`src/rtl/vexd_pkg.sv`:
```
package vexd_pkg;

    localparam int BYTE_W = 8;
    localparam int MAP_W  = 5;
    localparam int REG_W  = 4;
    localparam int PP_W   = 2;
    localparam int ATTR_W = 6;

    localparam logic [BYTE_W-1:0] LEAD_LONG  = 8'hC4;
    localparam logic [BYTE_W-1:0] LEAD_SHORT = 8'hC5;

    localparam logic [MAP_W-1:0] MAP_0F   = 5'd1;
    localparam logic [MAP_W-1:0] MAP_0F38 = 5'd2;
    localparam logic [MAP_W-1:0] MAP_0F3A = 5'd3;

    typedef enum logic [2:0] {
        ST_IDLE,
        ST_V3_P1,
        ST_V3_P2,
        ST_V2_P1,
        ST_OPC,
        ST_MRM,
        ST_IMM,
        ST_DONE
    } vexd_state_e;

    typedef enum logic [1:0] {
        LR_IGN  = 2'd0,
        LR_ZERO = 2'd1,
        LR_128  = 2'd2,
        LR_256  = 2'd3
    } lrule_e;

    typedef enum logic [1:0] {
        WR_IGN = 2'd0,
        WR_0   = 2'd1,
        WR_1   = 2'd2,
        WR_ANY = 2'd3
    } wrule_e;

    typedef struct packed {
        lrule_e lrule;
        wrule_e wrule;
        logic   vvvv_used;
        logic   has_is4;
    } vexd_attr_t;

endpackage

```
`src/rtl/vexd_fsm.sv`:
```
module vexd_fsm
    import vexd_pkg::*;
(
    input  logic              clk,
    input  logic              rst,
    input  logic              in_valid,
    input  logic [BYTE_W-1:0] in_byte,
    input  logic              attr_is4,
    output vexd_state_e       state,
    output logic              take,
    output logic              in_ready,
    output logic              done
);

    vexd_state_e nxt;

    always_ff @(posedge clk) begin
        if (rst) state <= ST_IDLE;
        else     state <= nxt;
    end

    always_comb begin
        nxt = state;
        unique case (state)
            ST_IDLE: begin
                if (take && in_byte == LEAD_LONG)       nxt = ST_V3_P1;
                else if (take && in_byte == LEAD_SHORT) nxt = ST_V2_P1;
            end
            ST_V3_P1: if (take) nxt = ST_V3_P2;
            ST_V3_P2: if (take) nxt = ST_OPC;
            ST_V2_P1: if (take) nxt = ST_OPC;
            ST_OPC:   if (take) nxt = ST_MRM;
            ST_MRM:   if (take) nxt = attr_is4 ? ST_IMM : ST_DONE;
            ST_IMM:   if (take) nxt = ST_DONE;
            ST_DONE:  nxt = ST_IDLE;
        endcase
    end

    always_comb begin
        in_ready = (state != ST_DONE);
        take     = in_valid && in_ready;
        done     = (state == ST_DONE);
    end

endmodule

```
`src/rtl/vexd_fields.sv`:
```
module vexd_fields
    import vexd_pkg::*;
(
    input  logic              clk,
    input  logic              rst,
    input  vexd_state_e       state,
    input  logic              take,
    input  logic [BYTE_W-1:0] in_byte,
    input  vexd_attr_t        attr_in,
    output logic              three_q,
    output logic              r_t,
    output logic              x_t,
    output logic              b_t,
    output logic [MAP_W-1:0]  map_q,
    output logic              w_q,
    output logic [REG_W-1:0]  vreg_t,
    output logic              l_q,
    output logic [PP_W-1:0]   pp_q,
    output logic [BYTE_W-1:0] opc_q,
    output logic [BYTE_W-1:0] mrm_q,
    output logic [BYTE_W-1:0] imm_q,
    output vexd_attr_t        attr_q
);

    logic             r_n, x_n, b_n;
    logic [REG_W-1:0] vv_n;

    always_ff @(posedge clk) begin
        if (rst) begin
            three_q <= 1'b0;
            r_n     <= 1'b1;
            x_n     <= 1'b1;
            b_n     <= 1'b1;
            map_q   <= MAP_0F;
            w_q     <= 1'b0;
            vv_n    <= '1;
            l_q     <= 1'b0;
            pp_q    <= '0;
            opc_q   <= '0;
            mrm_q   <= '0;
            imm_q   <= '0;
            attr_q  <= '0;
        end else if (take) begin
            case (state)
                ST_IDLE: imm_q <= '0;
                ST_V3_P1: begin
                    three_q <= 1'b1;
                    r_n     <= in_byte[7];
                    x_n     <= in_byte[6];
                    b_n     <= in_byte[5];
                    map_q   <= in_byte[MAP_W-1:0];
                end
                ST_V3_P2: begin
                    w_q  <= in_byte[7];
                    vv_n <= in_byte[6:3];
                    l_q  <= in_byte[2];
                    pp_q <= in_byte[1:0];
                end
                ST_V2_P1: begin
                    three_q <= 1'b0;
                    r_n     <= in_byte[7];
                    x_n     <= 1'b1;
                    b_n     <= 1'b1;
                    map_q   <= MAP_0F;
                    w_q     <= 1'b0;
                    vv_n    <= in_byte[6:3];
                    l_q     <= in_byte[2];
                    pp_q    <= in_byte[1:0];
                end
                ST_OPC: opc_q <= in_byte;
                ST_MRM: begin
                    mrm_q  <= in_byte;
                    attr_q <= attr_in;
                end
                ST_IMM: imm_q <= in_byte;
                default: ;
            endcase
        end
    end

    assign r_t    = ~r_n;
    assign x_t    = ~x_n;
    assign b_t    = ~b_n;
    assign vreg_t = ~vv_n;

endmodule

```
`src/rtl/vexd_legal.sv`:
```
module vexd_legal
    import vexd_pkg::*;
(
    input  logic             three,
    input  logic [MAP_W-1:0] map_sel,
    input  logic             w,
    input  logic [REG_W-1:0] vreg,
    input  logic             l,
    input  vexd_attr_t       attr,
    output logic             ud
);

    logic map_bad, v_bad, l_bad, w_bad;

    always_comb begin
        map_bad = three && !(map_sel inside {MAP_0F, MAP_0F38, MAP_0F3A});
        v_bad   = !attr.vvvv_used && (vreg != '0);
        unique case (attr.lrule)
            LR_IGN:         l_bad = 1'b0;
            LR_ZERO, LR_128: l_bad = l;
            LR_256:         l_bad = !l;
        endcase
        unique case (attr.wrule)
            WR_0:           w_bad = w;
            WR_1:           w_bad = !w || !three;
            WR_IGN, WR_ANY: w_bad = 1'b0;
        endcase
        ud = map_bad | v_bad | l_bad | w_bad;
    end

endmodule

```
`src/rtl/vexd_top.sv`:
```
module vexd_top
    import vexd_pkg::*;
(
    input  logic        clk,
    input  logic        rst,
    input  logic        in_valid,
    input  logic [7:0]  in_byte,
    output logic        in_ready,
    input  logic [5:0]  in_attr,
    output logic        done,
    output logic        ud,
    output logic        three_byte,
    output logic        ext_r,
    output logic        ext_x,
    output logic        ext_b,
    output logic [4:0]  map_sel,
    output logic        vex_w,
    output logic [3:0]  vreg,
    output logic        vlen,
    output logic [1:0]  simd_pfx,
    output logic [7:0]  opcode,
    output logic [7:0]  modrm,
    output logic [3:0]  is4_reg,
    output logic [3:0]  is4_pay
);

    vexd_state_e       state;
    logic              take;
    vexd_attr_t        attr_now, attr_q;
    logic [BYTE_W-1:0] imm_q;

    assign attr_now = vexd_attr_t'(in_attr);

    vexd_fsm u_fsm (
        .clk      (clk),
        .rst      (rst),
        .in_valid (in_valid),
        .in_byte  (in_byte),
        .attr_is4 (attr_now.has_is4),
        .state    (state),
        .take     (take),
        .in_ready (in_ready),
        .done     (done)
    );

    vexd_fields u_fields (
        .clk     (clk),
        .rst     (rst),
        .state   (state),
        .take    (take),
        .in_byte (in_byte),
        .attr_in (attr_now),
        .three_q (three_byte),
        .r_t     (ext_r),
        .x_t     (ext_x),
        .b_t     (ext_b),
        .map_q   (map_sel),
        .w_q     (vex_w),
        .vreg_t  (vreg),
        .l_q     (vlen),
        .pp_q    (simd_pfx),
        .opc_q   (opcode),
        .mrm_q   (modrm),
        .imm_q   (imm_q),
        .attr_q  (attr_q)
    );

    vexd_legal u_legal (
        .three   (three_byte),
        .map_sel (map_sel),
        .w       (vex_w),
        .vreg    (vreg),
        .l       (vlen),
        .attr    (attr_q),
        .ud      (ud)
    );

    assign is4_reg = attr_q.has_is4 ? imm_q[7:4] : 4'd0;
    assign is4_pay = attr_q.has_is4 ? imm_q[3:0] : 4'd0;

endmodule

```
`config.mk`:
```
export PLATFORM = sky130hd
export DESIGN_NAME = vexd_top
export DESIGN_NICKNAME = d
export VERILOG_FILES = /design/src/rtl/vexd_pkg.sv /design/src/rtl/vexd_fsm.sv /design/src/rtl/vexd_fields.sv /design/src/rtl/vexd_legal.sv /design/src/rtl/vexd_top.sv
export SDC_FILE = /design/constraint.sdc
export NUM_CORES = 1
export LEC_CHECK = 0
export BUFFER_PORTS_ARGS = -buffer_cell sky130_fd_sc_hd__buf_2
export CAP_MARGIN = 10
export CORE_MARGIN = 2
export CORE_UTILIZATION = 45
export CTS_BUF_LIST = sky130_fd_sc_hd__clkbuf_4 sky130_fd_sc_hd__clkbuf_8
export CTS_CLUSTER_SIZE = 12
export DETAILED_ROUTE_END_ITERATION = 10
export GPL_TIMING_DRIVEN = 1
export HOLD_SLACK_MARGIN = 0.08
export PLACE_DENSITY = 0.69
export SLEW_MARGIN = 25
export SYNTH_ARGS = -nofsm -noshare
export SYNTH_HDL_FRONTEND = slang
export SYNTH_HIERARCHICAL = 1
export SYNTH_SLANG_ARGS = --single-unit
```
`constraint.sdc`:
```
create_clock -name clk -period 3.4 [get_ports clk]
set_input_delay 0.68 -clock clk [delete_from_list [all_inputs] [get_ports clk]]
set_output_delay 0.68 -clock clk [all_outputs]
set_load 0.03 [all_outputs]
```
Word level (Yosys, flattened, before mapping)
Cells that the tools add are included.

word-level totals
  bits in registers = 50
  bits of input ports = 17
  output and inout bits = 44
  logic and storage cells = 99

operators by class
  eq/ne operators = 25
  muxes and demuxes = 19
  bitwise operators = 7
  reductions and logical operators = 31

operator list
  operator            count
  $mux 3              7
  $pmux 3 s7          1
  $eq 8x8->1 const B  2
  $pmux 8 s2          1
  $reduce_and 2->1    7
  $eq 3x3->1 const B  4
  $eq 5x2->1 const B  2
  $pmux 5 s2          1
  $eq 2x2->1 const B  4
  $mux 4              2
  $ne 2x2->1 const B  4
  $pmux 1 s2          4
  $reduce_or 2->1     4
  $eq 3x2->1 const B  2
  $ne 3x3->1 const B  2
  $pmux 1 s3          2
  $reduce_and 6->1    1
  $reduce_bool 2->1   3
  $eq 5x1->1 const B  1
  $logic_and 1x1->1   5
  $logic_not 1->1     5
  $eq 2x1->1 const B  2
  $logic_not 2->1     2
  $not 4->4           1
  other kinds (9)     13

Depth between registers and ports, before layout
  depth in word-level cells = 7
  gate-level depth with buffers = 7
  depth with buffers taken out = 5

Hierarchy
The synthesis kept the hierarchy.

by module, submodules not included
  module       instances  cells each  area an instance (sq um)  seq. area each (sq um)
  vexd_fields  1          212         1,931.9                   940.9
  vexd_fsm     1          22          202.7                     60.1
  vexd_legal   1          10          73.8                      0.0
  vexd_top     1          8           50.0                      0.0

Least setup slack after synthesis
OpenSTA, ideal clock, no wires.

  path type = reg2reg
  start = register u_fsm.state[0]
  end = register u_fields.r_n
  setup time = 0.120 ns
  arrival time = 1.806 ns
  data required time = 3.280 ns
  setup slack = 1.474 ns
  cell stages (with the launch flop) = 6
  path buffers = 1
  clock period less this slack = 1.926 ns
  cell sequence = dfxtp_1 -> nand3_1 -> and2_2 -> and3b_1 -> buf_6 -> a211o_1

on the way
  word-level cells in the longest chain between the ends = 3
  elaborated cells on any way between the ends = 6
  classes of those cells = eq/ne (3); reduce/logical (3)

ends and longest elaborated chain
  what                        RTL line           text
  start, declared             vexd_fsm.sv:9      output vexd_state_e state,
  start signal, assigned      vexd_fsm.sv:19     else state <= nxt;
  $ne 3x3->1                  vexd_fsm.sv:40     in_ready = (state != ST_DONE);
  net in_ready                vexd_top.sv:8      output logic in_ready,
  $logic_and 1x1->1           vexd_fsm.sv:41     take = in_valid && in_ready;
  net take                    vexd_top.sv:28     logic take;
  $reduce_and 2->1 (no line)  -
  end signal, assigned        vexd_fields.sv:48  r_n <= in_byte[7];
  end signal, assigned        vexd_fields.sv:61  r_n <= in_byte[7];
  end, declared               vexd_fields.sv:25  logic r_n, x_n, b_n;

The timed path passes the listed nets, and every way through them passes these cells.
A chain may end at the register's enable or synchronous reset.

Final worst setup path
  start = register u_fsm.state[1]
  end = output port done

on the way
  word-level cells in the longest chain between the ends = 1

ends and longest elaborated chain
  what           RTL line        text
  $eq 3x3->1     vexd_fsm.sv:42  done = (state == ST_DONE);
  end, declared  vexd_top.sv:10  output logic done,

Every way passes these cells.

==> impl_metrics.toml <==
[floorplanning]
die_y_microns = 74.84
core_sq_mm = 0.004786
die_w_microns = 74.84
num_rows = 25
ioPinCount = 61
start_util_pct = 47.19
die_area_sq_mm = 0.005601

[synthesis]
synth_edf_count = 0
avgSynthCellArea_sq_um = 8.962
yosysSeqAreaShare_pct = 44.32
syn_nets = 270
ys_warn_count = 6
yosys.cell_types.count = 44
ys_ff_latch = 50
synth_area_sq_mm = 0.002258
netlist_instances = 252
synth_async_sr_flop_share_pct = 0
ys.flop_type = "dfxtp_1"

[finish]
n_antenna_cell = 0
final_nets = 322
layout-drive-gt1-share_pct = 27.54
area_growth_pct = 16.23

[critical_path]
cp_data_arrival_time_ns = 1.68
required_ns = 2.72
crit_path_end_kind = "output pin"
cp-start-kind = "flop"
path_delay_family = "flip-flops"
crit_slowest_cell = "dfxtp_1"
crit_fanout = 25
max_stage_delay_ns = 0.86
worstReg2RegEnd = "u_fields/mrm_q[2]"
critPathBufInv = 2
path_class = "reg -> out"
crit_chain = "nand3_1, inv_1, buf_2"
rrSetupSlack_ns = 1.18
r2r-start = "u_fsm/state[1]"
r2r_cells = 5

[timing]
setup_viol = 0
layout_min_cycle_time_ns = 2.364
skew_ns = 0.006778
worst_pin_slew_ns = 0.8128
maxSlewViolCount = 0
fmax_mhz = 423.1
maxSlewHeadroom_pct = 45.74
holdWs_ns = 0.4661
rsz0062_at_grt = "no"
hold_viol = 0
finalSetupTns_ns = 0
post-route-period-util_pct = 69.52

[routing]
ant_nets = 0
detail_route.first_pass.iterations = 4
wl_per_cell_microns = 13.78
drtIter0Drc = 105
wirelength_microns = 5125
dr_total_vias = 1881
vias_per_cell = 5.056
drc = 0

[hold_path]
whs_endpoint = "u_fields/mrm_q[1]"
holdCritPathClass = "reg -> reg"
holdPathStages = 2
min-delay-start = "u_fields/mrm_q[1]"

[clock_network]
cts_buffer_depth = 2
tritoncts = "done"
clock_sinks = 50
root_buffer = "clkbuf_8"
cts_hold_buf = 0
clk_latency_ns = 0.31
cts_max_level = 2
cts_buffers = 5
cts_setup_buffers = 0
cts_resized = 0
clk_pin_slew_ns = 0.08

[global_route]
first_global_vias = 1705
grt-ovfl-total = 0
grt_max_degree = 42
antenna_found_initial = 0
grt_pass1_wl_microns = 8162
grt_usage_pct = 19.34

[power]
powerDensity_mw_per_mm2 = 379.1
leakage_uw = 0.001188
ir_drop_v = 0.0002420

[placement]
gp_congestion = 0.7566
portBuffers = 60
hpwl_microns = 3492

[run_status]
status = "complete, no violations"

[job]
cap_violations = 0
-- power by group --
group | internal [uW] | leakage [uW] | switching (uW)
clock network | 172 | 0.0000517 | 192
registers | 585 | 0.000403 | 0.683
logic | 13.6 | 0.000733 | 31.6
total | 771 | 0.00119 | 224
-- cell usage in the layout (no fill, tap or decap), types with 2 or more instances in the layout --
cell      instances
buf_2            60
dfxtp_1          50
nand2_1          36
nor2_1           21
a21oi_1          19
mux2i_1          14
inv_1            13
o21ai_0          10
a21oi_2           9
and2_1            8
nand3b_1          8
nand4_1           7
clkbuf_8          6
a211o_1           6
nor3_1            3
o21bai_1          3
nand4b_1          3
nor2b_1           3
and3b_1           2
nand2b_1          2
-- state kept, by name, summed over array words and instances, names as in the netlist --
signal            count
u_fields/mrm_q        8
u_fsm/state           3
u_fields/map_q        5
u_fields/three_q      1
u_fields/x_n          1
u_fields/opc_q        8
u_fields/b_n          1
u_fields/attr_q       6
u_fields/r_n          1
u_fields/w_q          1
u_fields/pp_q         2
u_fields/vv_n         4
u_fields/imm_q        8
u_fields/l_q          1
-- area by class of cell --
| class | instances | area, sq um |
|---|---|---|
| multi-input cells | 173 | 1089 |
| repair buffers | 61 | 307.8 |
| clock buffers | 7 | 90.09 |
| well taps | 67 | 83.83 |
| clock inverters | 1 | 5.005 |
| inverters | 13 | 48.80 |
| fillers | 476 | 2161 |
| flip-flops and latches | 50 | 1001 |
-- synthesized netlist by cell type (2+ instances only) --
library cell | count | area (sq um)
dfxtp_1 | 50 | 1001
nand2_1 | 36 | 135.1
nor2_1 | 21 | 78.83
a21oi_1 | 19 | 95.09
mux2i_1 | 14 | 140.1
inv_1 | 13 | 48.80
o21ai_0 | 10 | 50.05
a21oi_2 | 9 | 78.83
and2_1 | 8 | 50.05
nand3b_1 | 8 | 60.06
nand4_1 | 7 | 43.79
a211o_1 | 6 | 52.55
buf_2 | 4 | 20.02
buf_6 | 4 | 45.04
nand4b_1 | 3 | 26.28
nor2b_1 | 3 | 18.77
nor3_1 | 3 | 15.01
o21bai_1 | 3 | 22.52
and3b_1 | 2 | 17.52
buf_1 | 2 | 7.510
buf_4 | 2 | 15.01
clkbuf_1 | 2 | 7.510
nand2b_1 | 2 | 12.51
-- metal layers --
metal / share of wire [%] / track usage [%]
met1: 49 / 26.29
met2: 43 / 29.04
met3: 6.6 / 6.827
met4: 0.94 / 5.754
met5: 0 / 0
-- cells by family after synthesis --
group	Yosys count	share of synthesized area [%]
flops	50	44.32
compound gates	53	15.29
mux	14	6.205
xor+xnor	2	1.108
fa+ha+maj	1	0.5539
simple gates	103	25.04
buf+inv	29	7.479
-- worst register-to-register path, stage by stage (launching register included) --
cell and delay [ns]:
dfxtp_1 0.86, nand3_1 0.22, and2_2 0.31, nand4b_1 0.46, nand2_1 0.16, a21oi_2 0.16
-- worst max path at each step --
stage	from	to	slack [ns]	cells after the start
finish	u_fsm/state[1]	done	1.04	3
CTS	u_fsm/state[1]	done	1.05	3
global placement	u_fsm/state[1]	u_fields/mrm_q[6]	1.30	5
global route	u_fsm/state[1]	done	0.91	3
floorplan	u_fsm/state[0]	u_fields/r_n	1.47	5
detailed placement	u_fsm/state[1]	u_fields/mrm_q[2]	1.22	5
-- per-stage QoR --
step	utilization, %	worst slack (ns)	std cells	cell area, sq um	power (uW)
finish	54.85	1.036	372	2625	995.3
global route	54.85	0.9061	372	2625	1034
CTS	54.85	1.045	372	2625	1003
detailed placement	52.86	1.219	364	2530	645.1
global placement	52.86	1.302	364	2530	645.2
floorplan	-	1.474	252	2258	619.9
No activity file was read; power rests on OpenSTA's default activity.
